`src/rtl/flash_seq_pkg.sv`:
```
package flash_seq_pkg;

    typedef enum logic [3:0] {
        ST_READ,
        ST_UNL1,
        ST_UNL2,
        ST_PGM_SET,
        ST_ERS_SET,
        ST_ERS_UNL1,
        ST_ERS_UNL2,
        ST_SECT_WIN,
        ST_PGM_BUSY,
        ST_ERS_BUSY
    } seq_state_e;

    localparam int          KEY_AW       = 11;
    localparam logic [10:0] KEY_ADDR_A   = 11'h555;
    localparam logic [10:0] KEY_ADDR_B   = 11'h2AA;
    localparam logic [7:0]  KEY_DATA_A   = 8'hAA;
    localparam logic [7:0]  KEY_DATA_B   = 8'h55;
    localparam logic [7:0]  OP_PROGRAM   = 8'hA0;
    localparam logic [7:0]  OP_ERASE_PRE = 8'h80;
    localparam logic [7:0]  OP_CHIP      = 8'h10;
    localparam logic [7:0]  OP_SECTOR    = 8'h30;

endpackage

```
`src/rtl/flash_bus_capture.sv`:
```
module flash_bus_capture #(
    parameter int AW = 11
) (
    input  logic          clk,
    input  logic          rst_n,
    input  logic          ce_n,
    input  logic          we_n,
    input  logic          oe_n,
    input  logic [AW-1:0] addr,
    input  logic [7:0]    din,
    output logic          wr_active,
    output logic          rd_active,
    output logic          wr_done,
    output logic          rd_end,
    output logic [AW-1:0] wr_addr,
    output logic [7:0]    wr_data
);
    typedef struct packed {
        logic          wr;
        logic          rd;
        logic [AW-1:0] a;
        logic [7:0]    d;
    } cap_t;

    cap_t cap_d, cap_q;

    always_comb begin
        wr_active = ~ce_n & ~we_n;
        rd_active = ~ce_n & ~oe_n & we_n;
        cap_d     = cap_q;
        cap_d.wr  = wr_active;
        cap_d.rd  = rd_active;
        // address frozen when both strobes first meet low
        if (wr_active && !cap_q.wr) cap_d.a = addr;
        // data keeps following the bus until a strobe rises
        if (wr_active) cap_d.d = din;
        wr_done = cap_q.wr & ~wr_active;
        rd_end  = cap_q.rd & ~rd_active;
        wr_addr = cap_q.a;
        wr_data = cap_q.d;
    end

    always_ff @(posedge clk or negedge rst_n) begin
        if (!rst_n) cap_q <= '0;
        else        cap_q <= cap_d;
    end
endmodule

```
`src/rtl/flash_seq_ctrl.sv`:
```
module flash_seq_ctrl
    import flash_seq_pkg::*;
#(
    parameter int AW      = 11,
    parameter int MEM_AW  = 8,
    parameter int SECT_AW = 2,
    parameter int PGM_CYC = 400,
    parameter int ERS_CYC = 2000,
    parameter int SE_WIN  = 500
) (
    input  logic                     clk,
    input  logic                     rst_n,
    input  logic                     wr_active,
    input  logic                     wr_done,
    input  logic                     rd_end,
    input  logic [AW-1:0]            wr_addr,
    input  logic [7:0]               wr_data,
    output seq_state_e               state,
    output logic                     show_status,
    output logic [7:0]               status,
    output logic                     prog_go,
    output logic [MEM_AW-1:0]        prog_addr,
    output logic [7:0]               prog_data,
    output logic                     erase_go,
    output logic [(1<<SECT_AW)-1:0]  erase_mask
);
    localparam int NSECT = 1 << SECT_AW;
    localparam int MAXAB = (PGM_CYC > ERS_CYC) ? PGM_CYC : ERS_CYC;
    localparam int MAXC  = (MAXAB > SE_WIN) ? MAXAB : SE_WIN;
    localparam int CW    = $clog2(MAXC + 1);

    typedef struct packed {
        seq_state_e        state;
        logic [CW-1:0]     cnt;
        logic [MEM_AW-1:0] tgt_addr;
        logic [7:0]        tgt_data;
        logic [NSECT-1:0]  mask;
        logic              tog;
    } ctrl_t;

    ctrl_t c_d, c_q;
    logic  key_a, key_b;
    logic [SECT_AW-1:0] sect;

    always_comb begin
        key_a    = (wr_addr[KEY_AW-1:0] == KEY_ADDR_A);
        key_b    = (wr_addr[KEY_AW-1:0] == KEY_ADDR_B);
        sect     = wr_addr[MEM_AW-1 -: SECT_AW];
        c_d      = c_q;
        prog_go  = 1'b0;
        erase_go = 1'b0;
        show_status = (c_q.state == ST_PGM_BUSY) || (c_q.state == ST_ERS_BUSY)
                   || (c_q.state == ST_SECT_WIN);

        case (c_q.state)
            ST_PGM_BUSY: begin
                if (c_q.cnt == CW'(1)) begin
                    prog_go      = 1'b1;
                    c_d.state    = ST_READ;
                    c_d.tgt_addr = '0;
                end else begin
                    c_d.cnt = c_q.cnt - CW'(1);
                end
            end
            ST_ERS_BUSY: begin
                if (c_q.cnt == CW'(1)) begin
                    erase_go  = 1'b1;
                    c_d.state = ST_READ;
                    c_d.mask  = '0;
                end else begin
                    c_d.cnt = c_q.cnt - CW'(1);
                end
            end
            ST_SECT_WIN: begin
                if (wr_done) begin
                    if (wr_data == OP_SECTOR) begin
                        c_d.mask = c_q.mask | (NSECT'(1) << sect);
                        c_d.cnt  = CW'(SE_WIN);
                    end else begin
                        c_d.state = ST_READ;
                        c_d.mask  = '0;
                    end
                end else if (wr_active) begin
                    c_d.cnt = CW'(SE_WIN);
                end else if (c_q.cnt == CW'(1)) begin
                    c_d.state = ST_ERS_BUSY;
                    c_d.cnt   = CW'(ERS_CYC);
                end else begin
                    c_d.cnt = c_q.cnt - CW'(1);
                end
            end
            default: begin
                if (wr_done) begin
                    c_d.state = ST_READ;
                    case (c_q.state)
                        ST_READ:
                            if (key_a && wr_data == KEY_DATA_A) c_d.state = ST_UNL1;
                        ST_UNL1:
                            if (key_b && wr_data == KEY_DATA_B) c_d.state = ST_UNL2;
                        ST_UNL2: begin
                            if (key_a && wr_data == OP_PROGRAM)   c_d.state = ST_PGM_SET;
                            if (key_a && wr_data == OP_ERASE_PRE) c_d.state = ST_ERS_SET;
                        end
                        ST_PGM_SET: begin
                            c_d.state    = ST_PGM_BUSY;
                            c_d.cnt      = CW'(PGM_CYC);
                            c_d.tgt_addr = wr_addr[MEM_AW-1:0];
                            c_d.tgt_data = wr_data;
                        end
                        ST_ERS_SET:
                            if (key_a && wr_data == KEY_DATA_A) c_d.state = ST_ERS_UNL1;
                        ST_ERS_UNL1:
                            if (key_b && wr_data == KEY_DATA_B) c_d.state = ST_ERS_UNL2;
                        ST_ERS_UNL2: begin
                            if (key_a && wr_data == OP_CHIP) begin
                                c_d.state = ST_ERS_BUSY;
                                c_d.cnt   = CW'(ERS_CYC);
                                c_d.mask  = '1;
                            end else if (wr_data == OP_SECTOR) begin
                                c_d.state = ST_SECT_WIN;
                                c_d.cnt   = CW'(SE_WIN);
                                c_d.mask  = NSECT'(1) << sect;
                            end
                        end
                        default: c_d.state = ST_READ;
                    endcase
                end
            end
        endcase

        if (rd_end && show_status) c_d.tog = ~c_q.tog;

        state      = c_q.state;
        status     = {(c_q.state == ST_PGM_BUSY) ? ~c_q.tgt_data[7] : 1'b0, c_q.tog, 6'b0};
        prog_addr  = c_q.tgt_addr;
        prog_data  = c_q.tgt_data;
        erase_mask = c_q.mask;
    end

    always_ff @(posedge clk or negedge rst_n) begin
        if (!rst_n) begin
            c_q       <= '0;
            c_q.state <= ST_READ;
        end else begin
            c_q <= c_d;
        end
    end
endmodule

```
`src/rtl/flash_cell_array.sv`:
```
module flash_cell_array #(
    parameter int MEM_AW  = 8,
    parameter int SECT_AW = 2
) (
    input  logic                    clk,
    input  logic                    rst_n,
    input  logic                    prog_go,
    input  logic [MEM_AW-1:0]       prog_addr,
    input  logic [7:0]              prog_data,
    input  logic                    erase_go,
    input  logic [(1<<SECT_AW)-1:0] erase_mask,
    input  logic [MEM_AW-1:0]       raddr,
    output logic [7:0]              rdata
);
    localparam int DEPTH = 1 << MEM_AW;
    localparam int SBITS = MEM_AW - SECT_AW;

    logic [7:0] mem_d [DEPTH];
    logic [7:0] mem_q [DEPTH];

    always_comb begin
        for (int i = 0; i < DEPTH; i++) begin
            mem_d[i] = mem_q[i];
            if (erase_go && erase_mask[i >> SBITS]) mem_d[i] = 8'hFF;
        end
        // a program can only pull bits low
        if (prog_go) mem_d[prog_addr] = mem_q[prog_addr] & prog_data;
        rdata = mem_q[raddr];
    end

    always_ff @(posedge clk or negedge rst_n) begin
        if (!rst_n) begin
            for (int i = 0; i < DEPTH; i++) mem_q[i] <= 8'hFF;
        end else begin
            for (int i = 0; i < DEPTH; i++) mem_q[i] <= mem_d[i];
        end
    end
endmodule

```
`src/rtl/flash_cmd_seq.sv`:
```
module flash_cmd_seq
    import flash_seq_pkg::*;
#(
    parameter int AW      = 11,
    parameter int MEM_AW  = 8,
    parameter int SECT_AW = 2,
    parameter int PGM_CYC = 400,
    parameter int ERS_CYC = 2000,
    parameter int SE_WIN  = 500
) (
    input  logic          clk,
    input  logic          rst_n,
    input  logic          ce_n,
    input  logic          we_n,
    input  logic          oe_n,
    input  logic [AW-1:0] addr,
    input  logic [7:0]    din,
    output logic [7:0]    dout
);
    localparam int NSECT = 1 << SECT_AW;

    logic              wr_active, rd_active, wr_done, rd_end;
    logic [AW-1:0]     wr_addr;
    logic [7:0]        wr_data;
    seq_state_e        state_w;
    logic              show_status;
    logic [7:0]        status_w;
    logic              prog_go, erase_go;
    logic [MEM_AW-1:0] prog_addr;
    logic [7:0]        prog_data;
    logic [NSECT-1:0]  erase_mask;
    logic [7:0]        rdata;

    flash_bus_capture #(.AW(AW)) u_cap (
        .clk(clk), .rst_n(rst_n), .ce_n(ce_n), .we_n(we_n), .oe_n(oe_n),
        .addr(addr), .din(din), .wr_active(wr_active), .rd_active(rd_active),
        .wr_done(wr_done), .rd_end(rd_end), .wr_addr(wr_addr), .wr_data(wr_data)
    );

    flash_seq_ctrl #(
        .AW(AW), .MEM_AW(MEM_AW), .SECT_AW(SECT_AW),
        .PGM_CYC(PGM_CYC), .ERS_CYC(ERS_CYC), .SE_WIN(SE_WIN)
    ) u_ctrl (
        .clk(clk), .rst_n(rst_n), .wr_active(wr_active), .wr_done(wr_done),
        .rd_end(rd_end), .wr_addr(wr_addr), .wr_data(wr_data), .state(state_w),
        .show_status(show_status), .status(status_w), .prog_go(prog_go),
        .prog_addr(prog_addr), .prog_data(prog_data), .erase_go(erase_go),
        .erase_mask(erase_mask)
    );

    flash_cell_array #(.MEM_AW(MEM_AW), .SECT_AW(SECT_AW)) u_arr (
        .clk(clk), .rst_n(rst_n), .prog_go(prog_go), .prog_addr(prog_addr),
        .prog_data(prog_data), .erase_go(erase_go), .erase_mask(erase_mask),
        .raddr(addr[MEM_AW-1:0]), .rdata(rdata)
    );

    always_comb begin
        dout = 8'h00;
        if (rd_active) dout = show_status ? status_w : rdata;
    end
endmodule

```
`config.mk`:
```
export PLATFORM = sky130hd
export DESIGN_NAME = flash_cmd_seq
export DESIGN_NICKNAME = d
export VERILOG_FILES = /design/src/rtl/flash_seq_pkg.sv /design/src/rtl/flash_bus_capture.sv /design/src/rtl/flash_seq_ctrl.sv /design/src/rtl/flash_cell_array.sv /design/src/rtl/flash_cmd_seq.sv
export SDC_FILE = /design/constraint.sdc
export NUM_CORES = 2
export LEC_CHECK = 0
export BUFFER_PORTS_ARGS = -buffer_cell sky130_fd_sc_hd__buf_2
export CAP_MARGIN = 10
export CORE_AREA = 2 2 449 451
export CTS_CLUSTER_SIZE = 28
export DETAILED_ROUTE_END_ITERATION = 7
export DIE_AREA = 0 0 451 453
export PLACE_DENSITY_LB_ADDON = 0.25
export SYNTH_ARGS = -nofsm -noshare
export SYNTH_HDL_FRONTEND = slang
export SYNTH_SLANG_ARGS = --single-unit
```
`constraint.sdc`:
```
create_clock -name clk -period 3.4 [get_ports clk]
set_clock_uncertainty 0.05 [all_clocks]
set_input_delay 0.34 -clock clk [delete_from_list [all_inputs] [get_ports clk]]
set_output_delay 0.34 -clock clk [all_outputs]
set_load 0.02 [all_outputs]
```
==> results_dict.tcl <==
set metrics [dict create \
    dieArea_sq_um 204000 \
    worstHoldStart "addr[3]" \
    routed_wl_um 521000 \
    ios 32 \
    clkTransAtPathRegs_ns 0.06 \
    cp.required_ns 3.01 \
    fin_nets 10600 \
    netlist_instances 9597 \
    outcome "finished with violations" \
    reg2reg_slack_ns -0.70 \
    synth_area_sq_um 115000 \
    hold_class "input pin to flip-flop" \
    pre_cts_slack_ns -1.19 \
    leakage_nw 52.9 \
    finalCritPeriodShare 1.24 \
    p_per_area_nw_per_um2 391 \
    maxCapViolations 0 \
    layout_setup_ws_ns -0.801 \
    die_w_um 451 \
    cts_tree "done" \
    start_kind "flip-flop" \
    cts.sinks 2105 \
    rsz0062_at_grt "yes" \
    synth_edf_count 0 \
    timing_hold_violations_final 0 \
    synth_fp_nets 9623 \
    die_h_um 453 \
    wl_per_cell_um 38.7 \
    grt_overflow_total 0 \
    vias_per_cell 7.71 \
    max_freq_mhz 238 \
    r2r_cells 15 \
    start_util 0.579 \
    rows 164 \
    tightestPinTransition_ns 1.13 \
    ys.flop_type "dfstp_2" \
    ir_drop_mv 0.662 \
    whs_endpoint "u_cap.wr_addr[3]" \
    layout_common_cells "dfstp_2, nor3_1, a21oi_1, mux4_2, buf_4" \
    io_buffers 31 \
    grt_pass1_vias 98400 \
    clk_latency_ns 0.94 \
    gp_congestion 1.06 \
    r2r_end "u_arr.mem_q[625]" \
    final_layout_size_suffix_gt1_frac 0.535 \
    violations "design-rule violations, negative setup slack" \
    cts-root-buf "clkbuf_16" \
    crit_fanout 3 \
    numCtsBuffers 224 \
    drc_errors 7 \
    crit_type "flip-flop to output port" \
    async_flop_share 1.00 \
    maxSlewHeadroom 0.245 \
    drv_slew 0 \
    core-area_sq_um 199000 \
    syn_avg_cell_area_sq_um 12.0 \
    drtPass1Iterations 8 \
    cts_buffer_depth 3 \
    final_common_cell "dfstp_2" \
    via_count 104000 \
    first_iter_violations 17900 \
    htree_levels 4 \
    setup_viol 2007 \
    ys_types 73 \
    track_usage 0.486 \
    hpwl_um 340000 \
    worstPathArrival_ns 3.81 \
    grt_max_degree 130 \
    worstHoldPathCells 3 \
    timing.rr.start "u_ctrl.prog_addr[0]" \
    area_growth_pct 24.6 \
    p_total_w 0.0561 \
    synth_seq_cells 2105 \
    yosysWarnings 0 \
    antenna_left 0 \
    fin_crit_ns 4.20 \
    yosysSeqAreaShare 0.479 \
    end_kind "output port" \
    grt_pass1_wl_um 716000 \
    antenna_found_initial 54 \
]
==> per-layer routing <==
layer | up-vias | wire length [um] | global-route usage
met2 | 9788 | 212000 | 0.667
li1 | 39100 | - | -
met3 | 2393 | 89700 | 0.221
met4 | 72 | 44500 | 0.304
met5 | - | 880 | 0.00910
met1 | 52500 | 174000 | 0.628
==> cells in the mapped netlist, types with 16 or more instances <==
master / instances / area, sq um
dfrtp_1: 57 / 1430
mux2_2: 28 / 315
o21ai_0: 26 / 130
o22ai_1: 42 / 263
o32ai_1: 18 / 158
nand2_1: 125 / 469
nand3_1: 29 / 145
buf_1: 91 / 342
nor2b_1: 16 / 100
nand4_1: 16 / 100
buf_6: 16 / 180
a221oi_1: 17 / 149
clkbuf_1: 435 / 1630
mux2i_1: 379 / 3790
nor3_1: 1816 / 9090
dfstp_2: 2048 / 53800
mux4_2: 1202 / 27100
a22o_1: 28 / 245
nor2_1: 810 / 3040
buf_4: 89 / 668
a21oi_1: 1835 / 9180
buf_2: 240 / 1200
a22oi_1: 67 / 503
==> critical path, stage by stage (launching register included) <==
cell,delay (ns)
dfstp_2,0.38
mux4_2,0.51
mux4_2,0.61
a22o_1,0.24
a221oi_2,0.24
buf_4,0.19
o22ai_2,0.08
clkbuf_16,0.20
a211o_1,0.28
buf_6,0.15
==> sequential cells by signal (all words and copies together) (netlist names) <==
name	count
u_ctrl.status	1
u_cap.wr_addr	11
u_arr.mem_q	2048
u_ctrl.prog_addr	8
u_ctrl.state	4
u_ctrl.c_q	11
u_ctrl.erase_mask	4
u_cap.cap_q	2
u_cap.wr_data	8
u_ctrl.prog_data	8
==> layout make-up <==
class                      instances  area (sq um)
antenna                           35          87.6
clock buffer                     316          6520
clock inverter                   105          1440
fill                           13100         55600
inverter                          11          41.3
multi-input combinational       6610         58500
sequential                      2105         55300
tap                             2656          3320
timing repair buffer            1628         18500
==> how the worst max path moves through the flow <==
| stage | start | to | depth (start not counted) |
|---|---|---|---|
| 3_5_place_dp | addr[0] | dout[7] | 13 |
| 5_1_grt | u_arr.mem_q[1860] | dout[4] | 9 |
| 6_report | u_arr.mem_q[1860] | dout[4] | 9 |
| 3_3_place_gp | addr[0] | dout[7] | 13 |
| 2_1_floorplan | addr[0] | dout[5] | 9 |
| 4_1_cts | u_arr.mem_q[199] | dout[7] | 9 |
==> report_power, final <==
group	internal [W]	switching, W	leakage (nW)
logic	0.00142	0.00209	27.2
clock network	0.0154	0.0113	3.91
registers	0.0256	0.000317	21.8
==> stage by stage <==
| stage | hold WS [ns] | setup TNS, ns | cell area (sq um) | std cells | utilization |
|---|---|---|---|---|---|
| 2_1_floorplan | -0.00559 | 0 | 115000 | 9597 | - |
| 3_3_place_gp | 0.372 | -822.57 | 128000 | 12700 | 0.645 |
| 3_5_place_dp | 0.364 | -859.81 | 128000 | 12700 | 0.645 |
| 4_1_cts | 0.0148 | -675.71 | 140000 | 13300 | 0.702 |
| 5_1_grt | 0.0256 | -868.81 | 144000 | 13400 | 0.721 |
| 6_report | 0.0743 | -865.67 | 144000 | 13500 | 0.721 |
==> cells by family (layout without fill, tap and decap cells) <==
logic type / Yosys count / count (layout) / share of synthesized area
buffers and inverters: 882 / 2060 / 0.0353
other: 0 / 35 / 0
AO/OA/AOI/OAI: 2096 / 2096 / 0.0966
adder cells (fa/ha/maj): 3 / 3 / 0.000304
multiplexers: 1609 / 1609 / 0.270
flip-flops: 2105 / 2105 / 0.479
XOR/XNOR: 2 / 2 / 0.000152
AND/OR/NAND/NOR: 2900 / 2900 / 0.118
==> repair_timing <==
| action | CTS | global route |
|---|---|---|
| pin swaps | 24 | 40 |
| buffers inserted | 70 | 85 |
| setup endpoints to repair | 2009 | 2043 |
| gates resized for setup | 341 | 411 |
| endpoints found under the hold margin | 102 | 0 |
| hold buffers | 31 | 0 |
| cloned | 45 | 55 |
No activity file was read; power rests on OpenSTA's default activity.
